`src/rtl/rxfe_csr_pkg.sv`:
```
package rxfe_csr_pkg;

    localparam logic [15:0] ADR_CTRL   = 16'h0000;
    localparam logic [15:0] ADR_PORT   = 16'h0003;
    localparam logic [15:0] ADR_STD    = 16'h0020;
    localparam logic [15:0] ADR_LVL    = 16'h1001;
    localparam logic [15:0] ADR_REFDIV = 16'h1010;
    localparam logic [15:0] ADR_TOP    = 16'h1012;
    localparam logic [15:0] ADR_COEF0  = 16'h1070;
    localparam logic [15:0] ADR_GAIN   = 16'h1005;
    localparam logic [15:0] ADR_TUNER  = 16'h1006;
    localparam logic [15:0] ADR_SIF    = 16'h100A;
    localparam logic [15:0] ADR_FREQ   = 16'h100B;
    localparam logic [15:0] ADR_QUAL   = 16'h100C;

    localparam logic [15:0] DEF_STD       = 16'h0103;
    localparam logic [15:0] DEF_LVL       = 16'h0000;
    localparam logic [15:0] DEF_TOP       = 16'h0003;
    localparam logic [15:0] DEF_PORT      = 16'h0000;
    localparam logic [15:0] DEF_REF_HIGH  = 16'h010D;
    localparam logic [15:0] DEF_REF_LOW   = 16'h00CA;

    typedef struct packed {
        logic ctrl;
        logic port;
        logic std;
        logic lvl;
        logic refdiv;
        logic top;
    } wsel_t;

    typedef enum logic [2:0] {
        RSEL_NONE,
        RSEL_CTRL,
        RSEL_GAIN,
        RSEL_TUNER,
        RSEL_SIF,
        RSEL_FREQ,
        RSEL_QUAL
    } rsel_e;

    function automatic logic [15:0] coef_default(input int idx);
        case (idx)
            0:       coef_default = 16'h0025;
            1:       coef_default = 16'h0197;
            2:       coef_default = 16'h00C5;
            3:       coef_default = 16'h012E;
            default: coef_default = 16'h0000;
        endcase
    endfunction

endpackage

```
`src/rtl/rxfe_csr_decode.sv`:
```
module rxfe_csr_decode
    import rxfe_csr_pkg::*;
#(
    parameter int ADDR_W   = 16,
    parameter int NUM_COEF = 4
) (
    input  logic [ADDR_W-1:0]   addr,
    output wsel_t               wsel,
    output logic [NUM_COEF-1:0] coef_sel,
    output rsel_e               rsel
);

    always_comb begin
        wsel        = '0;
        wsel.ctrl   = (addr == ADDR_W'(ADR_CTRL));
        wsel.port   = (addr == ADDR_W'(ADR_PORT));
        wsel.std    = (addr == ADDR_W'(ADR_STD));
        wsel.lvl    = (addr == ADDR_W'(ADR_LVL));
        wsel.refdiv = (addr == ADDR_W'(ADR_REFDIV));
        wsel.top    = (addr == ADDR_W'(ADR_TOP));
    end

    for (genvar gi = 0; gi < NUM_COEF; gi++) begin : g_coef_dec
        localparam logic [ADDR_W-1:0] COEF_ADR = ADDR_W'(ADR_COEF0) + ADDR_W'(gi);
        assign coef_sel[gi] = (addr == COEF_ADR);
    end

    always_comb begin
        if (addr == ADDR_W'(ADR_CTRL))       rsel = RSEL_CTRL;
        else if (addr == ADDR_W'(ADR_GAIN))  rsel = RSEL_GAIN;
        else if (addr == ADDR_W'(ADR_TUNER)) rsel = RSEL_TUNER;
        else if (addr == ADDR_W'(ADR_SIF))   rsel = RSEL_SIF;
        else if (addr == ADDR_W'(ADR_FREQ))  rsel = RSEL_FREQ;
        else if (addr == ADDR_W'(ADR_QUAL))  rsel = RSEL_QUAL;
        else                                 rsel = RSEL_NONE;
    end

endmodule

```
`src/rtl/rxfe_csr_coef.sv`:
```
module rxfe_csr_coef
    import rxfe_csr_pkg::*;
#(
    parameter int NUM_COEF = 4,
    parameter int COEF_W   = 9
) (
    input  logic                         clk,
    input  logic                         rst_n,
    input  logic                         restore,
    input  logic                         wr_en,
    input  logic [NUM_COEF-1:0]          coef_sel,
    input  logic [COEF_W:0]              wval,
    output logic [NUM_COEF*COEF_W-1:0]   coef_active
);

    typedef struct packed {
        logic [NUM_COEF-1:0][COEF_W-1:0] stage;
        logic [NUM_COEF-1:0][COEF_W-1:0] act;
    } coef_t;

    coef_t s_d, s_q;

    function automatic coef_t coef_reset();
        coef_t r;
        for (int i = 0; i < NUM_COEF; i++) begin
            r.stage[i] = COEF_W'(coef_default(i));
            r.act[i]   = COEF_W'(coef_default(i));
        end
        return r;
    endfunction

    always_comb begin
        s_d = s_q;
        if (restore) begin
            s_d = coef_reset();
        end else if (wr_en) begin
            for (int i = 0; i < NUM_COEF; i++) begin
                if (coef_sel[i]) begin
                    // coefficient 0 shares its word with the commit bit
                    s_d.stage[i] = (i == 0) ? wval[COEF_W:1] : wval[COEF_W-1:0];
                end
            end
            if (coef_sel[0] && wval[0]) begin
                s_d.act = s_d.stage;
            end
        end
    end

    always_ff @(posedge clk) begin
        if (!rst_n) s_q <= coef_reset();
        else        s_q <= s_d;
    end

    assign coef_active = s_q.act;

endmodule

```
`src/rtl/rxfe_csr_ctrl.sv`:
```
module rxfe_csr_ctrl (
    input  logic clk,
    input  logic rst_n,
    input  logic ctrl_wr,
    input  logic swrst_bit,
    input  logic ctrl_rd,
    input  logic err_evt,
    output logic restore,
    output logic rst_flag,
    output logic err_flag
);

    typedef struct packed {
        logic pend;
        logic rst_flag;
        logic err_flag;
    } ctrl_t;

    localparam ctrl_t CTRL_POR = '{pend: 1'b0, rst_flag: 1'b1, err_flag: 1'b0};

    ctrl_t c_d, c_q;

    always_comb begin
        c_d      = c_q;
        c_d.pend = ctrl_wr && swrst_bit;
        if (ctrl_rd) begin
            c_d.rst_flag = 1'b0;
            c_d.err_flag = 1'b0;
        end
        // set events win over a clear in the same cycle
        if (c_q.pend) c_d.rst_flag = 1'b1;
        if (err_evt)  c_d.err_flag = 1'b1;
    end

    always_ff @(posedge clk) begin
        if (!rst_n) c_q <= CTRL_POR;
        else        c_q <= c_d;
    end

    assign restore  = c_q.pend;
    assign rst_flag = c_q.rst_flag;
    assign err_flag = c_q.err_flag;

endmodule

```
`src/rtl/rxfe_csr_bank.sv`:
```
module rxfe_csr_bank
    import rxfe_csr_pkg::*;
#(
    parameter int ADDR_W   = 16,
    parameter int DATA_W   = 16,
    parameter int STD_W    = 12,
    parameter int LVL_W    = 10,
    parameter int REF_W    = 9,
    parameter int TOP_W    = 4,
    parameter int PORT_W   = 6,
    parameter int NUM_COEF = 4,
    parameter int COEF_W   = 9,
    parameter int GAIN_W   = 11,
    parameter int TUNER_W  = 12,
    parameter int FREQ_W   = 8
) (
    input  logic                       clk,
    input  logic                       rst_n,
    input  logic                       strap_hi,
    input  logic                       wr_en,
    input  logic                       rd_en,
    input  logic [ADDR_W-1:0]          addr,
    input  logic [DATA_W-1:0]          wdata,
    output logic [DATA_W-1:0]          rdata,
    input  logic                       err_evt,
    input  logic [GAIN_W-1:0]          st_gain,
    input  logic [TUNER_W-1:0]         st_tuner,
    input  logic [GAIN_W-1:0]          st_sif,
    input  logic [FREQ_W-1:0]          st_freq,
    input  logic                       st_lock,
    input  logic [GAIN_W-1:0]          st_qual,
    output logic [STD_W-1:0]           std_sel,
    output logic [LVL_W-1:0]           lvl_cfg,
    output logic [REF_W-1:0]           ref_div,
    output logic [TOP_W-1:0]           top_gain,
    output logic [NUM_COEF*COEF_W-1:0] coef_active,
    output logic [PORT_W-1:0]          port_pins
);

    localparam int FLAG_RST = DATA_W - 1;
    localparam int FLAG_ERR = DATA_W - 2;

    typedef struct packed {
        logic [STD_W-1:0]  std;
        logic [LVL_W-1:0]  lvl;
        logic [REF_W-1:0]  refdiv;
        logic [TOP_W-1:0]  top;
        logic [PORT_W-1:0] port;
    } cfg_t;

    wsel_t               wsel;
    logic [NUM_COEF-1:0] coef_sel;
    rsel_e               rsel;
    logic                restore;
    logic                rst_flag_q;
    logic                err_flag_q;
    cfg_t                cfg_d, cfg_q;
    logic                unused_wbits;

    assign unused_wbits = ^wdata[FLAG_ERR:COEF_W+1];

    function automatic cfg_t cfg_default(input logic strap);
        cfg_t c;
        c.std    = STD_W'(DEF_STD);
        c.lvl    = LVL_W'(DEF_LVL);
        c.refdiv = strap ? REF_W'(DEF_REF_HIGH) : REF_W'(DEF_REF_LOW);
        c.top    = TOP_W'(DEF_TOP);
        c.port   = PORT_W'(DEF_PORT);
        return c;
    endfunction

    rxfe_csr_decode #(
        .ADDR_W   (ADDR_W),
        .NUM_COEF (NUM_COEF)
    ) u_decode (
        .addr     (addr),
        .wsel     (wsel),
        .coef_sel (coef_sel),
        .rsel     (rsel)
    );

    rxfe_csr_ctrl u_ctrl (
        .clk       (clk),
        .rst_n     (rst_n),
        .ctrl_wr   (wr_en && wsel.ctrl),
        .swrst_bit (wdata[FLAG_RST]),
        .ctrl_rd   (rd_en && (rsel == RSEL_CTRL)),
        .err_evt   (err_evt),
        .restore   (restore),
        .rst_flag  (rst_flag_q),
        .err_flag  (err_flag_q)
    );

    rxfe_csr_coef #(
        .NUM_COEF (NUM_COEF),
        .COEF_W   (COEF_W)
    ) u_coef (
        .clk         (clk),
        .rst_n       (rst_n),
        .restore     (restore),
        .wr_en       (wr_en),
        .coef_sel    (coef_sel),
        .wval        (wdata[COEF_W:0]),
        .coef_active (coef_active)
    );

    always_comb begin
        cfg_d = cfg_q;
        if (restore) begin
            cfg_d = cfg_default(strap_hi);
        end else if (wr_en) begin
            if (wsel.std)    cfg_d.std    = wdata[STD_W-1:0];
            if (wsel.lvl)    cfg_d.lvl    = wdata[LVL_W-1:0];
            if (wsel.refdiv) cfg_d.refdiv = wdata[REF_W-1:0];
            if (wsel.top)    cfg_d.top    = wdata[TOP_W-1:0];
            if (wsel.port)   cfg_d.port   = wdata[PORT_W-1:0];
        end
    end

    always_ff @(posedge clk) begin
        if (!rst_n) cfg_q <= cfg_default(strap_hi);
        else        cfg_q <= cfg_d;
    end

    always_comb begin
        rdata = '0;
        case (rsel)
            RSEL_CTRL: begin
                rdata[FLAG_RST] = rst_flag_q;
                rdata[FLAG_ERR] = err_flag_q;
            end
            RSEL_GAIN:  rdata[GAIN_W-1:0]  = st_gain;
            RSEL_TUNER: rdata[TUNER_W-1:0] = st_tuner;
            RSEL_SIF:   rdata[GAIN_W-1:0]  = st_sif;
            RSEL_FREQ: begin
                rdata[FREQ_W:1] = st_freq;
                rdata[0]        = st_lock;
            end
            RSEL_QUAL:  rdata[GAIN_W-1:0]  = st_qual;
            default:    rdata = '0;
        endcase
    end

    assign std_sel   = cfg_q.std;
    assign lvl_cfg   = cfg_q.lvl;
    assign ref_div   = cfg_q.refdiv;
    assign top_gain  = cfg_q.top;
    assign port_pins = cfg_q.port;

endmodule

```
`config.mk`:
```
export PLATFORM = sky130hd
export DESIGN_NAME = rxfe_csr_bank
export DESIGN_NICKNAME = d
export VERILOG_FILES = /design/src/rtl/rxfe_csr_pkg.sv /design/src/rtl/rxfe_csr_decode.sv /design/src/rtl/rxfe_csr_coef.sv /design/src/rtl/rxfe_csr_ctrl.sv /design/src/rtl/rxfe_csr_bank.sv
export SDC_FILE = /design/constraint.sdc
export NUM_CORES = 1
export LEC_CHECK = 0
export ABC_AREA = 0
export ABC_CLOCK_PERIOD_IN_PS = 1600
export BUFFER_PORTS_ARGS = -buffer_cell sky130_fd_sc_hd__buf_4
export CAP_MARGIN = 20
export CELL_PAD_IN_SITES_DETAIL_PLACEMENT = 0
export CELL_PAD_IN_SITES_GLOBAL_PLACEMENT = 1
export CORE_MARGIN = 1.5
export CORE_UTILIZATION = 32
export CTS_CLUSTER_SIZE = 12
export DETAILED_ROUTE_END_ITERATION = 8
export GPL_TIMING_DRIVEN = 0
export MAX_ROUTING_LAYER = met4
export PLACE_DENSITY_LB_ADDON = 0.12
export SETUP_SLACK_MARGIN = 0.02
export SYNTH_ARGS = -nofsm -noshare
export SYNTH_HDL_FRONTEND = slang
export SYNTH_SLANG_ARGS = --single-unit
```
`constraint.sdc`:
```
create_clock -name clk -period 1.6 [get_ports clk]
set_input_delay 0 -clock clk [delete_from_list [all_inputs] [get_ports clk]]
set_output_delay 0 -clock clk [all_outputs]
set_load 0.02 [all_outputs]
```
==> impl_results.md, run 1 <==
* Top cell type by total area after synthesis: dfxtp_1
* CTS tree: done
* R2R cell count at 5
* Final Cycle Share at 100%
* CTS Sinks at 107
* HP Class: in2reg
* Switching share of power at 23.9%
* Worst-path clk slew at 60 ps
* Dpl ws at -505 ps
* Cell family with most CP delay: simple AND/OR/NAND/NOR gates
* Synth warn at 0
* Register area share after synthesis at 44.0%
* Avg Inst Size Synth at 8.83 um^2
* Tot GR Track Use at 20.0%
* Violated checks: setup timing
* Layout cells sized above 1 at 38.5%
* Die height at 129 um
* Fin util at 48.1%
* Post-synth EDFFs at 9
* Area grow syn2layout at 45.3%
* Core Box Area at 15300 um^2
* Final WS setup at -6.75 ps
* Number of port buffers at 176
* VDD IR max at 0.509 mV
* Clk buf depth at 2
* DRC at 0
* Final instance area at 7360 um^2
* Crit path cell chain: buf_12, or4_4, nor2_4, a31oi_4, buf_6, mux2_4, o22ai_2, buf_6
* Post-layout min period at 1610 ps
* Clock Latency Late Sink at 340 ps
* Gr ovfl total at 0
* Initial DRC count at 154
* Max incr delay on CP at 560 ps
* Comb pwr share at 11.0%
* WP data required at 1600 ps
* Final Power at 5.40 mW
* Main synth FF type: dfxtp_1
* #FFs+latches synth at 107
* Crit-path most repeated cell: buf_6
* Detail Route Antenna Nets at 0
* Register share of total power at 50.6%
* Leakage at 3.35 nW
* Status: finished, violations left
* Largest cells by area after synthesis: dfxtp_1, mux2i_1, nand2_1, buf_4, edfxtp_1
* Crit path kind: in2out
* Fin. Hold Viols at 0
* Worst hold slack at 17.3 ps
* Clock Skew at 7.95 ps
* Internal Power at 4.11 mW
* Cts bufs inserted at 9
* NetSw at 1.29 mW
* Routability cong. at 0.798
* Max Clock Freq at 622 MHz
* Initial DRT Pass Iterations at 5
* Hold path cells at 2
* DR vias at 4734
* Avg WL per Cell at 16.2 um
* Initial antenna violation count at 0
* Initial core utilization at 33.1%
* Max Fanout on Critical Path at 5
* Max Cap Violations at 0
* Vias in the first global route at 4583
* Final setup violation count at 1
* I/O pin count at 185
* Crit. End Element: primary output
* Post-DP Area at 6660 um^2
* Pin count of the biggest net entering global routing at 17
* H-tree Lvls at 3
* Slew HR at 52.5%
* Async SR Flop Fraction at 0%
* RSZ-0062 raised after global routing: yes
* First-pass GRT wire length at 24600 um
* DP HPWL at 12000 um
* Synth unique cells at 51
* Die area at 16600 um^2
* Final Net Count at 877
* Mapped Cells at 574
* DIE WIDTH at 129 um
* Worst path bufs/invs at 3
* Layout filler cell count at 1525
* Diodes inserted at 0
* CP startpoint kind: input pin
* Commonest cells in the netlist: nand2_1, dfxtp_1, mux2i_1
* Routed wire length at 16200 um
* Clock share of power at 38.4%
* Vias/cell at 4.73
* Worst slew pin tran at 712 ps
* Slew Viols, Final at 0
* Critical Path Stages at 8
* Most common cell in the netlist: nand2_1
* Syn Std Cell Area at 5070 um^2
* CP max stage cell: or4_4
* Clock Tree Root: clkbuf_16
* Crit path arrival time at 1610 ps
* Power density over the cells at 734 nW/um^2
* Area share of the leading cell type in the synthesized netlist at 38.7%
* # rows at 45
## stage by stage
| step | setup TNS (ps) | instances |
|---|---|---|
| after global placement | -29770 | 962 |
| after CTS | -7.93 | 991 |
| final | -6.75 | 1000 |
| after detailed placement | -33900 | 962 |
| after floorplan | 0 | 575 |
| after global routing | -229 | 1000 |
## cell families (layout without fill, tap and decap cells)
logic type	after synthesis	in the layout	share of synthesized area (%)
AOI/OAI and AO/OA	82	82	10.6
xor gates and xnor gates	3	3	0.519
buffers and inverters	86	300	9.68
DFF	107	107	44.0
muxes	65	65	13.0
other	1	2	0.0740
and+or+nand+nor	230	230	22.0
## final timing paths
check / start / to / slack (ps)
min: wr_en / u_ctrl.restore$_SDFF_PN0_ / 20
min reg2reg: u_coef.s_q[71]$_SDFFE_PP1P_ / u_coef.coef_active[35]$_SDFFE_PP1P_ / 440
max: addr[2] / rdata[5] / -7
max reg2reg: u_ctrl.restore$_SDFF_PN0_ / ref_div[2]$_DFFE_PP_ / 220
## final cells by class
cell class,instances,area (um^2),area share [%]
buffer,79,504,6.85
clock buffer,12,246,3.35
clock inverter,3,22.5,0.306
inverter,4,15.0,0.204
multi-input combinational,382,2500,34.0
sequential,107,2230,30.3
tap,211,264,3.59
timing repair buffer,202,1580,21.4
## registers in the layout, indices dropped and copies added (netlist names)
| register | cells |
|---|---|
| u_coef.s_q | 27 |
| lvl_cfg | 10 |
| std_sel | 12 |
| u_ctrl.restore | 1 |
| u_ctrl.rst_flag | 1 |
| port_pins | 6 |
| u_ctrl.err_flag | 1 |
| top_gain | 4 |
| u_coef.coef_active | 36 |
| ref_div | 9 |
## power groups by stage
stage,Sequential (mW),Combinational [mW],Clock (mW)
floorplan,2.82,0.205,0
global placement,2.79,0.519,0
detailed placement,2.79,0.529,0
CTS,2.73,0.580,2.15
global route,2.73,0.638,2.26
finish,2.73,0.596,2.08
## layer usage
metal	GRT usage [%]	share of wire [%]	up-vias
li1	-	-	2360
met3	3.49	5.3	9
met4	6.08	0.79	0
met1	25.9	46	2241
met2	32.1	48	124
met5	-	0	-
## cell usage in the layout, fill, tap and decap left out, types with 6 or more instances in the layout
cell type | netlist | layout
dlygate4sd3_1 | 0 | 10
o211ai_1 | 8 | 8
a22oi_1 | 7 | 7
buf_4 | 40 | 225
nand3_1 | 22 | 22
mux2i_1 | 58 | 57
clkbuf_1 | 29 | 20
and2_1 | 8 | 8
buf_2 | 8 | 7
mux2_2 | 7 | 6
a21oi_1 | 26 | 26
nand4_1 | 6 | 6
a22o_1 | 6 | 6
edfxtp_1 | 9 | 9
nand2_1 | 105 | 105
clkbuf_2 | 0 | 8
clkbuf_16 | 0 | 9
o22ai_1 | 11 | 7
nor2_1 | 51 | 46
a211oi_1 | 11 | 11
dfxtp_1 | 98 | 98
buf_6 | 1 | 11
## timing repair
action,4_1_cts,5_1_grt
pin swaps,8,11
hold buffers,10,0
endpoints found under the setup margin,59,91
gates resized for setup,36,33
cloned,1,0
setup buffers,6,9
hold endpoints to repair,15,0
## worst reg2reg max path: stages (launching register included)
cell and delay (ps):
dfxtp_1 330, nor2b_1 50, clkbuf_2 210, and2_0 200, clkbuf_1 150, a22o_1 210
(Power assumes the default switching activity.)
==> inputs of run 2 (changes only) <==
--- a/config.mk
+++ b/config.mk
@@ -18,6 +18,7 @@
 export GPL_TIMING_DRIVEN = 0
 export MAX_ROUTING_LAYER = met4
 export PLACE_DENSITY_LB_ADDON = 0.12
+export RECOVER_POWER = 25
 export SETUP_SLACK_MARGIN = 0.02
 export SYNTH_ARGS = -nofsm -noshare
 export SYNTH_HDL_FRONTEND = slang
==> run 2 against run 1 <==
  * The flow still finishes with violations (setup timing)
  * Fmax barely moved
  * Sequential cell count did not move
  * Register-to-register slack barely moved
  * Wire length rose by 0.23%
  * Cell area fell by 2.5%
  * Combinational power fell by 2%
  * Core utilization fell by 1.2 points
  * Final cell count did not move
  * Non-clock buffer count did not move
  * Largest cell class unchanged
  * Highest routed layer unchanged
==> impl_results.md, run 2 (synthesis results as in run 1) <==
* WP data required at 1600 ps (about the same)
* Detail Route Antenna Nets at 0 (unchanged)
* Violated checks: setup timing
* Power density over the cells at 752 nW/um^2 (+2.5%)
* Max incr delay on CP at 560 ps (about the same)
* R2R cell count at 5 (unchanged)
* Slew HR at 51.8% (-0.72 points)
* Layout filler cell count at 1576 (+3.3%)
* Vias/cell at 4.76 (+0.57%)
* Crit. End Element: primary output
* Initial antenna violation count at 0 (unchanged)
* Met1 Usage GRT at 25.9% (unchanged)
* Tot GR Track Use at 20.0% (unchanged)
* Met2 GRT Util at 32.1% (unchanged)
* Dpl cells at 962 (unchanged)
* Final WS setup at -5.69 ps (+1.06 ps)
* Cts bufs inserted at 9 (unchanged)
* Worst slew pin tran at 723 ps (+10.8 ps)
* Most frequent cells in the layout: buf_4, nand2_1, dfxtp_1
* Status: finished, violations left
* Diodes inserted at 0 (unchanged)
* Fin. Hold Viols at 0 (unchanged)
* Initial DRT Pass Iterations at 4 (-1)
* Hold path cells at 2 (unchanged)
* Max Fanout on Critical Path at 5 (unchanged)
* H-tree Lvls at 3 (unchanged)
* Slew Viols, Final at 0 (unchanged)
* Worst-path clk slew at 70 ps (about the same)
* Vias in the first global route at 4583 (unchanged)
* Hold Crit Start: wr_en
* Register share of total power at 50.6% (about the same)
* GR peak layer: met2
* DR vias at 4761 (+0.57%)
* VDD IR max at 0.508 mV (-0.33%)
* Commonest non-fill, non-tap cell in the layout: buf_4
* Crit path cell chain: buf_12, or4_4, nor2_4, a31oi_4, buf_6, mux2_4, o22ai_2, buf_6
* Gr ovfl total at 0 (unchanged)
* DRC at 0 (unchanged)
* Clock Tree Root: clkbuf_16
* Post-Layout Cell Count at 1000 (unchanged)
* Final setup violation count at 1 (unchanged)
* CP max stage cell: or4_4
* Global Route met3 Usage at 3.49% (unchanged)
* Initial DRC count at 159 (+3.2%)
* Die height at 129 um (unchanged)
* Crit-path most repeated cell: buf_6
* Switching share of power at 24.1% (+0.24 points)
* Initial core utilization at 33.1% (unchanged)
* Number of port buffers at 176 (unchanged)
* Crit path kind: in2out
* NetSw at 1.30 mW (+0.96%)
* DIE WIDTH at 129 um (unchanged)
* Hold-critical path endpoint: u_ctrl.restore$_SDFF_PN0_
* Routed wire length at 16300 um (+0.23%)
* DP HPWL at 12000 um (unchanged)
* Max Cap Violations at 0 (unchanged)
* Reg2reg setup slack at 210 ps (about the same)
* Die area at 16600 um^2 (unchanged)
* Clock Latency Late Sink at 350 ps (about the same)
* Worst hold slack at 12.5 ps (-4.88 ps)
* Final instance area at 7180 um^2 (-2.5%)
* Clock share of power at 38.6% (+0.2 points)
* HP Class: in2reg
* CP startpoint kind: input pin
* Fin util at 46.9% (-1.2 points)
* Final Net Count at 877 (unchanged)
* Clk buf depth at 2 (unchanged)
* Reg2reg end: ref_div[2]$_DFFE_PP_
* Max reg flops at 36 (unchanged)
* Clock Skew at 9.84 ps (+1.89 ps)
* Post-layout min period at 1610 ps (-1.06 ps)
* Leakage at 3.16 nW (-5.7%)
* Internal Power at 4.10 mW (-0.35%)
* CTS Sinks at 107 (unchanged)
* Routability cong. at 0.798 (unchanged)
* Pin count of the biggest net entering global routing at 17 (unchanged)
* I/O pin count at 185 (unchanged)
* Crit path arrival time at 1610 ps (about the same)
* # rows at 45 (unchanged)
* R2R Path Start: u_ctrl.restore$_SDFF_PN0_
* Layout cells sized above 1 at 32.3% (-6.2 points)
* Area grow syn2layout at 41.7%
* Post-DP Area at 6660 um^2 (unchanged)
* First-pass GRT wire length at 24600 um (unchanged)
* Max Clock Freq at 623 MHz (about the same)
* Comb pwr share at 10.8% (-0.2 points)
* Avg WL per Cell at 16.3 um (+0.23%)
* Core Box Area at 15300 um^2 (unchanged)
* Final Cycle Share at 100% (about the same)
* RSZ-0062 raised after global routing: yes
* CTS tree: done
run 2: changes by cell type in the layout (fill, tap and decap cells not counted):
cell and change:
clkbuf_1 +49, buf_4 -49
run 2: layout make-up:
class	count	area, um^2	area share, %
Multi-Input combinational cell	382	2500	34.9
Clock inverter	3	22.5	0.314
Inverter	4	15.0	0.209
Timing Repair Buffer	202	1390	19.4
Buffer	79	504	7.02
Tap cell	211	264	3.68
Sequential cell	107	2230	31.1
Clock buffer	12	246	3.43
run 2: power groups by stage:
stage	clock network, mW	registers, mW	logic, mW
floorplan	0	2.82	0.205
global placement	0	2.79	0.519
detailed placement	0	2.79	0.529
CTS	2.15	2.73	0.580
global route	2.26	2.73	0.624
finish	2.09	2.73	0.583
run 2: worst max path at each step:
stage,start,to,depth (start not counted)
floorplan,addr[2],rdata[0],7
global route,addr[2],rdata[10],9
global placement,addr[9],u_ctrl.err_flag$_SDFFE_PN0P_,7
CTS,addr[3],rdata[5],8
finish,addr[2],rdata[5],8
detailed placement,addr[10],u_ctrl.err_flag$_SDFFE_PN0P_,7
run 2: critical path: cells and delay by family:
family	cells	cell delay, ps
AOI/OAI and AO/OA	2	210
buffers and inverters	3	400
muxes	1	300
and+or+nand+nor	2	680
run 2: timing repair:
item | CTS | global route
pin swaps | 8 | 11
buffers inserted | 6 | 9
endpoints found under the setup margin | 59 | 91
gates resized for setup | 36 | 33
endpoints found under the hold margin | 15 | 0
hold buffers | 10 | 0
cloned | 1 | 0
run 2: stage by stage:
step | total power, mW | setup slack (ps) | setup TNS [ps]
after floorplan | 3.02 | 20.2 | 0
after global placement | 3.31 | -465 | -29770
after detailed placement | 3.32 | -505 | -33900
after CTS | 5.46 | -7.93 | -7.93
after global routing | 5.61 | -47.4 | -229
final | 5.40 | -5.69 | -5.69
run 2: metal layers:
layer / wire length (um) / part of all wire [%] / up-vias
met2: 7560 / 47 / 142
met5: 0 / 0 / -
met4: 186 / 1.1 / 0
li1: - / - / 2363
met1: 7420 / 46 / 2244
met3: 1100 / 6.7 / 12
